## src/rtl/dma_xlate_pkg.sv

```systemverilog
package dma_xlate_pkg;
  typedef enum logic [1:0] {LK_MISS, LK_DIRECT, LK_FETCH} lk_kind_e;

  typedef struct packed {
    logic [63:0] base;
    logic [63:0] mask;
    logic [63:0] tba;
  } win_regs_t;

  localparam logic [63:0] BASE_KEEP = 64'h0000_0000_FFF0_0003;
  localparam logic [63:0] MASK_KEEP = 64'h0000_0000_FFF0_0000;
  localparam logic [63:0] TBA_KEEP  = 64'h0000_0007_FFFF_FC00;
  localparam logic [63:0] CTL_KEEP  = 64'h0000_1CFF_0FC7_FF;
endpackage

```

## src/rtl/dma_xlate_csr.sv

```systemverilog
module dma_xlate_csr
  import dma_xlate_pkg::*;
#(
  parameter int NWIN    = 4,
  parameter int CSR_AW  = 12,
  parameter int DAC_BIT = 40
) (
  input  logic              clk,
  input  logic              rst_n,
  input  logic              csr_we,
  input  logic [CSR_AW-1:0] csr_addr,
  input  logic [63:0]       csr_wdata,
  output logic [63:0]       csr_rdata,
  output win_regs_t         win [NWIN],
  output logic [63:0]       ctl
);
  localparam int IDX_W = CSR_AW - 6;
  localparam int LAST  = NWIN - 1;
  localparam logic [63:0] LAST_KEEP = 64'hFFF0_0001 | (64'd1 << DAC_BIT);

  logic [IDX_W-1:0] slot;
  logic             aligned;

  assign slot    = csr_addr[CSR_AW-1:6];
  assign aligned = (csr_addr[5:0] == 6'd0);

  always_ff @(posedge clk) begin
    if (!rst_n) begin
      for (int i = 0; i < NWIN; i++) win[i] <= '0;
      win[LAST].base <= 64'h2;
      ctl <= '0;
    end else if (csr_we && aligned) begin
      for (int i = 0; i < NWIN; i++) begin
        if (slot == IDX_W'(i))
          win[i].base <= (i == LAST) ? ((csr_wdata & LAST_KEEP) | 64'h2)
                                     : (csr_wdata & BASE_KEEP);
        if (slot == IDX_W'(NWIN + i))
          win[i].mask <= csr_wdata & MASK_KEEP;
        if (slot == IDX_W'(2*NWIN + i))
          win[i].tba <= csr_wdata & TBA_KEEP;
      end
      if (slot == IDX_W'(3*NWIN))
        ctl <= (ctl & ~CTL_KEEP) | (csr_wdata & CTL_KEEP);
    end
  end

  always_comb begin
    csr_rdata = '0;
    if (aligned) begin
      for (int i = 0; i < NWIN; i++) begin
        if (slot == IDX_W'(i))          csr_rdata = win[i].base;
        if (slot == IDX_W'(NWIN + i))   csr_rdata = win[i].mask;
        if (slot == IDX_W'(2*NWIN + i)) csr_rdata = win[i].tba;
      end
      if (slot == IDX_W'(3*NWIN)) csr_rdata = ctl;
    end
  end

  a_r2_last_sg_forced: assert property (@(posedge clk) disable iff (!rst_n)
    csr_we && aligned && slot == IDX_W'(LAST) |=> win[LAST].base[1]);
endmodule

```

## src/rtl/dma_xlate_lookup.sv

```systemverilog
module dma_xlate_lookup
  import dma_xlate_pkg::*;
#(
  parameter int NWIN    = 4,
  parameter int PA_W    = 35,
  parameter int DAC_BIT = 40
) (
  input  logic [63:0]     addr,
  input  win_regs_t       win [NWIN],
  input  logic [63:0]     ctl,
  output lk_kind_e        kind,
  output logic [PA_W-1:0] xaddr
);
  localparam int LAST = NWIN - 1;

  logic [NWIN-1:0] w_hit;
  logic [NWIN-1:0] w_sg;
  logic [63:0]     w_res [NWIN];

  for (genvar g = 0; g < NWIN; g++) begin : g_win
    logic [63:0] ext;
    assign ext      = {32'h0, win[g].mask[31:0] | 32'h000F_FFFF};
    assign w_hit[g] = win[g].base[0] &&
                      ((addr & ~ext) == {32'h0, win[g].base[31:20], 20'h0});
    assign w_sg[g]  = win[g].base[1];
    assign w_res[g] = w_sg[g]
      ? ((win[g].tba & ~(win[g].mask >> 10)) | ((addr & (win[g].mask | 64'hF_E000)) >> 10))
      : ((win[g].tba & ~ext) | (addr & ext));
  end

  logic        sac, hole, dac_en;
  logic [63:0] r;

  always_comb begin
    sac    = (addr[63:32] == 32'h0);
    hole   = ctl[5] && (addr[31:0] >= 32'h0008_0000) && (addr[31:0] <= 32'h000F_FFFF);
    dac_en = win[LAST].base[DAC_BIT];
    kind   = LK_MISS;
    r      = '0;
    if (sac) begin
      if (!hole) begin
        for (int i = LAST; i >= 0; i--) begin
          if (w_hit[i] && !(i == LAST && dac_en)) begin
            kind = w_sg[i] ? LK_FETCH : LK_DIRECT;
            r    = w_res[i];
          end
        end
      end
    end else if (addr[63:40] == 24'h1 && ctl[6]) begin
      kind = LK_DIRECT;
      r    = addr & 64'h7_FFFF_FFFF;
    end else if (addr[63:44] == 20'h0 && addr[43] && dac_en && win[LAST].base[0]) begin
      kind = LK_FETCH;
      r    = (win[LAST].tba & 64'h7_FFC0_0000) | ((addr & 64'hFFFF_E000) >> 10);
    end
    xaddr = r[PA_W-1:0];
  end
endmodule

```

## src/rtl/dma_xlate.sv

```systemverilog
module dma_xlate
  import dma_xlate_pkg::*;
#(
  parameter int NWIN    = 4,
  parameter int CSR_AW  = 12,
  parameter int PA_W    = 35,
  parameter int DAC_BIT = 40
) (
  input  logic              clk,
  input  logic              rst_n,
  input  logic              csr_we,
  input  logic [CSR_AW-1:0] csr_addr,
  input  logic [63:0]       csr_wdata,
  output logic [63:0]       csr_rdata,
  input  logic              req_valid,
  output logic              req_ready,
  input  logic [63:0]       req_addr,
  output logic              rsp_valid,
  input  logic              rsp_ready,
  output logic              rsp_hit,
  output logic [PA_W-1:0]   rsp_paddr,
  output logic              mem_req_valid,
  input  logic              mem_req_ready,
  output logic [PA_W-1:0]   mem_req_addr,
  input  logic              mem_rsp_valid,
  input  logic [63:0]       mem_rsp_data,
  input  logic              mem_rsp_err
);
  typedef enum logic [1:0] {ST_IDLE, ST_FETCH, ST_WAIT, ST_RESP} state_e;

  win_regs_t       win [NWIN];
  logic [63:0]     ctl;
  lk_kind_e        lk_kind;
  logic [PA_W-1:0] lk_addr;
  state_e          state;
  logic [12:0]     offs_q;

  dma_xlate_csr #(.NWIN(NWIN), .CSR_AW(CSR_AW), .DAC_BIT(DAC_BIT)) u_csr (
    .clk, .rst_n, .csr_we, .csr_addr, .csr_wdata, .csr_rdata, .win, .ctl
  );

  dma_xlate_lookup #(.NWIN(NWIN), .PA_W(PA_W), .DAC_BIT(DAC_BIT)) u_lookup (
    .addr(req_addr), .win, .ctl, .kind(lk_kind), .xaddr(lk_addr)
  );

  assign req_ready     = (state == ST_IDLE);
  assign rsp_valid     = (state == ST_RESP);
  assign mem_req_valid = (state == ST_FETCH);

  always_ff @(posedge clk) begin
    if (!rst_n) begin
      state        <= ST_IDLE;
      offs_q       <= '0;
      rsp_hit      <= 1'b0;
      rsp_paddr    <= '0;
      mem_req_addr <= '0;
    end else begin
      case (state)
        ST_IDLE: if (req_valid) begin
          offs_q <= req_addr[12:0];
          case (lk_kind)
            LK_FETCH: begin
              mem_req_addr <= lk_addr;
              state        <= ST_FETCH;
            end
            LK_DIRECT: begin
              rsp_hit   <= 1'b1;
              rsp_paddr <= lk_addr;
              state     <= ST_RESP;
            end
            default: begin
              rsp_hit   <= 1'b0;
              rsp_paddr <= '0;
              state     <= ST_RESP;
            end
          endcase
        end
        ST_FETCH: if (mem_req_ready) state <= ST_WAIT;
        ST_WAIT: if (mem_rsp_valid) begin
          rsp_hit   <= !mem_rsp_err && mem_rsp_data[0];
          rsp_paddr <= (!mem_rsp_err && mem_rsp_data[0])
                       ? PA_W'({mem_rsp_data[21:1], offs_q}) : '0;
          state     <= ST_RESP;
        end
        default: if (rsp_ready) state <= ST_IDLE;
      endcase
    end
  end

  a_r10_rsp_hold: assert property (@(posedge clk) disable iff (!rst_n)
    rsp_valid && !rsp_ready |=> rsp_valid && $stable(rsp_hit) && $stable(rsp_paddr));

  a_r10_mem_hold: assert property (@(posedge clk) disable iff (!rst_n)
    mem_req_valid && !mem_req_ready |=> mem_req_valid && $stable(mem_req_addr));

  a_r10_busy: assert property (@(posedge clk) disable iff (!rst_n)
    (rsp_valid || mem_req_valid) |-> !req_ready);

  a_r6_hole_miss: assert property (@(posedge clk) disable iff (!rst_n)
    req_valid && req_ready && ctl[5] && req_addr >= 64'h8_0000 && req_addr <= 64'hF_FFFF
    |=> rsp_valid && !rsp_hit);

  a_r11_err_miss: assert property (@(posedge clk) disable iff (!rst_n)
    mem_rsp_valid && mem_rsp_err |=> !rsp_hit);
endmodule

```

## config.mk

```make
export PLATFORM = sky130hd
export DESIGN_NAME = dma_xlate
export DESIGN_NICKNAME = d
export VERILOG_FILES = /design/src/rtl/dma_xlate_pkg.sv /design/src/rtl/dma_xlate_csr.sv /design/src/rtl/dma_xlate_lookup.sv /design/src/rtl/dma_xlate.sv
export SDC_FILE = /design/constraint.sdc
export NUM_CORES = 1
export LEC_CHECK = 0
export BUFFER_PORTS_ARGS = -buffer_cell sky130_fd_sc_hd__buf_2
export CELL_PAD_IN_SITES_DETAIL_PLACEMENT = 1
export CELL_PAD_IN_SITES_GLOBAL_PLACEMENT = 1
export CORE_MARGIN = 2
export CORE_UTILIZATION = 37
export DETAILED_ROUTE_END_ITERATION = 16
export PLACE_DENSITY_LB_ADDON = 0.1
export SLEW_MARGIN = 30
export SYNTH_ARGS = -nofsm -noshare
export SYNTH_HDL_FRONTEND = slang
export SYNTH_SLANG_ARGS = --single-unit
export TNS_END_PERCENT = 20
```

## constraint.sdc

```tcl
create_clock -name clk -period 3.3 [get_ports clk]
set_input_delay 0.66 -clock clk [delete_from_list [all_inputs] [get_ports clk]]
set_output_delay 0.66 -clock clk [all_outputs]
set_load 0.02 [all_outputs]
```

; ---- Word level (Yosys, flattened, before mapping)
; Index checks and enable logic that the tools add are counted.
; Widths: inputs -> output; s select.
[word_totals]
wordCells = 171
output_inout_bits = 138
input_bits = 212
ff_bits = 354
[op_classes]
n_eq_ne = 26
order_cmp = 2
reduce_logical = 39
mux = 51
n_bitwise = 35
[ops]
columns = operator, n
row1 = $mux 35, 20
row2 = $and 64x64->64, 4
row3 = $eq 64x32->1, 4
row4 = $not 32->64, 4
row5 = $and 35x35->35, 7
row6 = $or 35x35->35, 7
row7 = $and 45x32->45, 4
row8 = $not 22->35, 4
row9 = $pmux 35 s2, 2
row10 = $mux 64, 2
row11 = $mux 41, 3
row12 = $and 35x32->35, 3
row13 = $mux 32, 2
row14 = $or 64x37->64, 1
row15 = $or 35x22->35, 1
row16 = $mux 34, 1
row17 = $ge 32x20->1 const B, 1
row18 = $le 32x20->1 const B, 1
row19 = $logic_not 32->1, 1
row20 = $mux 2, 16
row21 = $eq 6x4->1 const B, 5
row22 = $reduce_and 2->1, 14
row23 = $eq 24x1->1 const B, 1
row24 = $eq 6x3->1 const B, 4
row25 = other kinds (18), 41

; ---- Longest topological paths before layout
[logic_depth]
word_depth = 15
depth_mapped = 13
ltp_nobuf = 9

; ---- By module
; A second synthesis with hierarchy kept.
[unflattened]
cells_unflattened = 3357
area_unflattened_um2 = 25364.3
[modules_own_cells]
columns = mod, seq_area_each_um2, area_per_inst_um2, cells_each, instances
row1 = dma_xlate_csr, 4644.5, 15551.2, 2011, 1
row2 = dma_xlate_lookup, 0.0, 5627.9, 858, 1
row3 = dma_xlate, 1721.7, 4185.3, 488, 1

; ---- Least setup slack after synthesis
; Ideal clock, no wire load.
[synth_timing]
kind = input port to output port
startpoint = input csr_addr[8]
endpoint = output csr_rdata[23]
path_buffers = 0
slack_ns = -0.389
t_arrival_ns = 3.029
stages = 7
required_ns = 2.640
path_cell_list = nor3_1 > nand2b_1 > nor2_1 > a22oi_1 > a31oi_1 > a211oi_1 > a2111oi_0
[synth_via]
elab_chain_cells = 15
word_cells_on_any_way = 27
cone_classes = 12 x eq/ne / 14 x mux / 1 x reduce/logical
[synth_rtl]
columns = element, line_no
row1 = start: declaration, dma_xlate.sv:12  ; input logic [CSR_AW-1:0] csr_addr,
row2 = $logic_not 6->1, dma_xlate_csr.sv:51  ; if (slot == IDX_W'(i)) csr_rdata = win[i].base;
row3 = $mux 32, dma_xlate_csr.sv:51
row4 = $mux 32, dma_xlate_csr.sv:52  ; if (slot == IDX_W'(NWIN + i)) csr_rdata = win[i].mask;
row5 = $mux 35, dma_xlate_csr.sv:53  ; if (slot == IDX_W'(2*NWIN + i)) csr_rdata = win[i].tba;
row6 = $mux 35, dma_xlate_csr.sv:51
row7 = $mux 35, dma_xlate_csr.sv:52
row8 = $mux 35, dma_xlate_csr.sv:53
row9 = $mux 35, dma_xlate_csr.sv:51
row10 = $mux 35, dma_xlate_csr.sv:52
row11 = $mux 35, dma_xlate_csr.sv:53
row12 = $mux 41, dma_xlate_csr.sv:51
row13 = $mux 41, dma_xlate_csr.sv:52
row14 = $mux 41, dma_xlate_csr.sv:53
row15 = $mux 64 *, dma_xlate_csr.sv:55  ; if (slot == IDX_W'(3*NWIN)) csr_rdata = ctl;
row16 = $mux 64 *, dma_xlate_csr.sv:49  ; if (aligned) begin
row17 = end: declaration, dma_xlate.sv:14  ; output logic [63:0] csr_rdata,
; Every way passes the cells marked *; elsewhere a longest branch is shown, timed or not.

; ---- Worst setup path in the final report
[layout_timing]
startpoint = input csr_addr[11]
endpoint = output csr_rdata[31]
; The elaborated chain is that of the path after synthesis.

==> impl_metrics.prom <==
# TYPE chip_impl_metric gauge
chip_impl_metric{name="worst-path-max-fanout",unit=""} 4
chip_impl_metric{name="synth_simple_gate_area_share",unit="%"} 22.64
chip_impl_metric{name="via_count_of_the_first_global_routing_pass",unit=""} 20625
chip_impl_metric{name="floorplan.die_area",unit="sq um"} 50290
chip_impl_metric{name="drcViolationCount",unit=""} 0
chip_impl_metric{name="rrSetupSlack",unit="ns"} 0.01
chip_impl_info{name="crit_path_category",value="in2out"} 1
chip_impl_metric{name="setup_violations",unit=""} 11
chip_impl_info{name="ys.flop_type",value="sky130_fd_sc_hd__dfxtp_1"} 1
chip_impl_metric{name="timing.hold.worst_path_depth",unit=""} 3
chip_impl_metric{name="leakagePower",unit="uW"} 0.008514
chip_impl_metric{name="worstPathArrival",unit="ns"} 2.82
chip_impl_info{name="synth_top_family_by_area",value="compound AO/OA/AOI/OAI gates"} 1
chip_impl_metric{name="tightest_slew",unit="ns"} 0.7513
chip_impl_metric{name="die_width",unit="um"} 224.3
chip_impl_metric{name="total_power",unit="uW"} 10870
chip_impl_metric{name="floorplan.initialDensity",unit="%"} 37.51
chip_impl_metric{name="cts_buffer_depth",unit=""} 3
chip_impl_metric{name="ys_seq_area_share",unit="%"} 35.47
chip_impl_metric{name="synth_cell_types",unit=""} 67
chip_impl_metric{name="htree_num_levels",unit=""} 2
chip_impl_metric{name="finalNetCount",unit=""} 3032
chip_impl_metric{name="cts_made_buffers",unit=""} 39
chip_impl_metric{name="vias",unit=""} 20880
chip_impl_metric{name="setup_ws",unit="ns"} -0.1770
chip_impl_metric{name="fin_tns_setup",unit="ns"} -1.036
chip_impl_metric{name="detailedRoute.firstPassIterationCount",unit=""} 6
chip_impl_metric{name="final.min_clock_period",unit="ns"} 3.477
chip_impl_info{name="rsz_0062_raised_after_global_routing",value="true"} 1
chip_impl_info{name="synth.largest_area_cell",value="sky130_fd_sc_hd__dfxtp_1"} 1
chip_impl_metric{name="yosysWarnings",unit=""} 0
chip_impl_info{name="cts_tree",value="built"} 1
chip_impl_info{name="hold-path-endpoint",value="u_csr.win[168]"} 1
chip_impl_metric{name="synth-adder-area-share",unit="%"} 0.2788
chip_impl_metric{name="synth_async_sr_flop_share",unit="%"} 0
chip_impl_metric{name="worstRegToRegCells",unit=""} 12
chip_impl_info{name="failed_checks",value="setup timing"} 1
chip_impl_metric{name="detail_route.wirelength",unit="mm"} 92.35
chip_impl_metric{name="boundaryPins",unit=""} 350
chip_impl_metric{name="gpl.final_weighted_congestion",unit=""} 0.9882
chip_impl_metric{name="synth_cells",unit=""} 2414
chip_impl_info{name="worst_path_max_delay_cell",value="sky130_fd_sc_hd__a222oi_1"} 1
chip_impl_info{name="yosys-top-cells-area",value="sky130_fd_sc_hd__dfxtp_1, sky130_fd_sc_hd__nand2_1, sky130_fd_sc_hd__a21oi_1, sky130_fd_sc_hd__mux2i_1, sky130_fd_sc_hd__clkbuf_1"} 1
chip_impl_info{name="cts-root-buf",value="sky130_fd_sc_hd__clkbuf_16"} 1
chip_impl_metric{name="cp.required",unit="ns"} 2.64
chip_impl_metric{name="drt_first_iter_violations",unit=""} 2125
chip_impl_metric{name="cp_slowest_stage_delay",unit="ns"} 0.46
chip_impl_metric{name="routed_via_density",unit=""} 6.033
chip_impl_metric{name="port_buffers",unit=""} 255
chip_impl_metric{name="synth.avg_cell_area",unit="sq um"} 7.435
chip_impl_metric{name="maxClockFrequency",unit="MHz"} 287.6
chip_impl_metric{name="groute.usage.overall",unit="%"} 35.83
chip_impl_metric{name="mux_contribution_to_synthesized_area",unit="%"} 5.193
chip_impl_metric{name="cts.hold.buffers_added",unit=""} 0
chip_impl_metric{name="wire_length_of_the_first_global_routing_pass",unit="mm"} 135.5
chip_impl_metric{name="post-dp-hpwl",unit="mm"} 68.77
chip_impl_metric{name="avgRoutedWirePerCell",unit="um"} 26.68
chip_impl_metric{name="final_cell_area",unit="sq um"} 23470
chip_impl_info{name="regToRegEndpoint",value="rsp_paddr[28]"} 1
chip_impl_info{name="worst_r2r_startpoint",value="u_csr.win[284]"} 1
chip_impl_info{name="critical_path.most_common_cell",value="sky130_fd_sc_hd__buf_6"} 1
chip_impl_metric{name="maxSlewViolCount",unit=""} 0
chip_impl_metric{name="number_of_nets_with_antenna_violations_after_detailed_routing",unit=""} 0
chip_impl_metric{name="grt_max_degree",unit=""} 96
chip_impl_info{name="yosys-top-cells-count",value="sky130_fd_sc_hd__nand2_1, sky130_fd_sc_hd__a21oi_1, sky130_fd_sc_hd__dfxtp_1, sky130_fd_sc_hd__clkbuf_1, sky130_fd_sc_hd__mux2i_1"} 1
chip_impl_info{name="holdCritStartpoint",value="csr_wdata[40]"} 1
chip_impl_info{name="kind_of_capture_point_of_the_worst_setup_path",value="primary output"} 1
chip_impl_metric{name="cts_sinks",unit=""} 318
chip_impl_metric{name="area_growth_syn_to_layout",unit="%"} 30.74
chip_impl_metric{name="dieHeight",unit="um"} 224.3
chip_impl_metric{name="synth_compound_gate_area_share",unit="%"} 27.96
chip_impl_info{name="synthMostInstantiatedCell",value="sky130_fd_sc_hd__nand2_1"} 1
chip_impl_metric{name="syn-cell-area",unit="sq um"} 17950
chip_impl_metric{name="synth_enable_flop_cells",unit=""} 0
chip_impl_metric{name="placedInstanceArea",unit="sq um"} 21680
chip_impl_metric{name="yosys_register_bits",unit=""} 318
chip_impl_metric{name="ir_worst_vdd",unit="mV"} 0.2822
chip_impl_metric{name="hold_viol",unit=""} 0
chip_impl_metric{name="filler_cell_count",unit=""} 5963
chip_impl_info{name="timing.critical_path.from_type",value="input pin"} 1
chip_impl_metric{name="ratio_of_cells_with_drive_above_1_in_the_final_layout",unit="%"} 25.38
chip_impl_metric{name="finalCritPeriodShare",unit="%"} 105.4
chip_impl_metric{name="num_rows",unit=""} 80
chip_impl_metric{name="cap_viol_max_count",unit=""} 0
chip_impl_metric{name="clk-insertion-delay-late",unit="ns"} 0.58
chip_impl_metric{name="grt_antenna_before_repair",unit=""} 3
chip_impl_info{name="worstPathCellList",value="buf_8 > buf_6 > nor2_4 > nand3b_1 > buf_6 > nor3_4 > buf_12 > a222oi_1 > a21oi_1 > a221o_1 > mux2i_1 > a311oi_2 > buf_4"} 1
chip_impl_metric{name="max_slew_margin",unit="%"} 49.91
chip_impl_metric{name="grt_overflow_total",unit=""} 0
chip_impl_info{name="min_path_type",value="in2reg"} 1
chip_impl_metric{name="yosys.area_share.xor_xnor",unit="%"} 2.342
chip_impl_metric{name="path_clk_slew",unit="ns"} 0.06
chip_impl_metric{name="cellPowerDensity",unit="nW/um^2"} 463.2
chip_impl_metric{name="final_clock_skew",unit="ns"} 0.01986
chip_impl_metric{name="synth.top_cell.area_share",unit="%"} 35.47
chip_impl_info{name="status",value="complete, but fails checks"} 1
chip_impl_metric{name="floorplan.core_area",unit="sq um"} 47850
==> worst max path at each step <==
stage                  from            end  slack (ns)
4_1_cts        csr_addr[11]  csr_rdata[31]       -0.06
5_1_grt        csr_addr[11]  csr_rdata[22]       -0.21
3_5_place_dp   req_addr[25]  rsp_paddr[29]       -0.56
2_1_floorplan   csr_addr[8]  csr_rdata[20]       -0.02
3_3_place_gp   req_addr[31]  rsp_paddr[30]       -0.51
6_report       csr_addr[11]  csr_rdata[31]       -0.18
==> critical path: cells and delay by family <==
family	cells	cell delay, ns
mux	1	0.19
simple gates	3	0.23
buf+inv	5	0.65
compound gates	4	1.07
==> state kept, by name, indices dropped and copies added, names as in the netlist <==
| signal | cells |
|---|---|
| u_csr.win | 204 |
| mem_req_addr | 35 |
| rsp_paddr | 35 |
| u_csr.ctl | 28 |
| offs_q | 13 |
| state | 2 |
| rsp_hit | 1 |
==> layout make-up <==
| type | count | area, sq um | share of cell area [%] |
|---|---|---|---|
| Tap cell | 615 | 769.5 | 3.279 |
| Multi-Input combinational cell | 1865 | 10890 | 46.43 |
| Clock inverter | 19 | 215.2 | 0.9171 |
| Inverter | 24 | 97.59 | 0.4159 |
| Antenna cell | 1 | 2.502 | 0.01066 |
| Clock buffer | 51 | 1071 | 4.564 |
| Timing Repair Buffer | 568 | 4048 | 17.25 |
| Sequential cell | 318 | 6367 | 27.14 |
==> repair_timing <==
action,CTS,global route
pin swaps,23,18
cloned,1,0
buffers inserted,17,3
gates resized for setup,49,31
setup endpoints to repair,14,21
==> where the power goes <==
part	total [uW]	switching (uW)	internal, uW
clock network	4490	1870	2610
registers	4190	128	4060
logic	2200	1380	814
==> placed cells by master (no fill, tap or decap), types with 26 or more instances in the layout <==
cell	netlist	layout
sky130_fd_sc_hd__a22oi_1	55	55
sky130_fd_sc_hd__buf_2	11	243
sky130_fd_sc_hd__a222oi_1	28	28
sky130_fd_sc_hd__conb_1	1	26
sky130_fd_sc_hd__o211ai_1	29	29
sky130_fd_sc_hd__nor2b_1	63	62
sky130_fd_sc_hd__clkbuf_16	0	39
sky130_fd_sc_hd__a21oi_1	360	358
sky130_fd_sc_hd__nor2_1	86	77
sky130_fd_sc_hd__nand2_1	645	644
sky130_fd_sc_hd__xnor2_1	48	48
sky130_fd_sc_hd__mux2i_1	92	92
sky130_fd_sc_hd__a211oi_2	30	35
sky130_fd_sc_hd__o21ai_0	54	53
sky130_fd_sc_hd__buf_4	26	281
sky130_fd_sc_hd__dfxtp_1	318	317
==> cell families (layout without fill, tap and decap cells) <==
kind of cell               count (synthesis)  in the layout
AOI/OAI and AO/OA                        752            752
xor gates and xnor gates                  48             48
adders and majority gates                  4              4
buffers and inverters                    256            662
DFF                                      318            318
muxes                                     93             93
other                                      1             27
and+or+nand+nor                          942            942
==> through the flow <==
stage / worst slack [ns] / std cells / hold slack (ns) / utilization [%]
3_3_place_gp: -0.5082 / 3374 / 0.4393 / 45.32
3_5_place_dp: -0.5567 / 3374 / 0.4462 / 45.32
2_1_floorplan: -0.02158 / 2439 / 0.4319 / -
6_report: -0.1770 / 3461 / 0.3190 / 49.04
5_1_grt: -0.2099 / 3461 / 0.3246 / 49.04
4_1_cts: -0.06088 / 3460 / 0.2954 / 48.70
==> metal layers <==
metal  vias up  wire [um]  global-route usage [%]
li1       9325          -                       -
met5         -          0                       0
met4         0       5155                   18.20
met2      1010      39780                   54.38
met1     10370      39580                   48.95
met3       175       7839                   6.153
(Power assumes the default switching activity.)
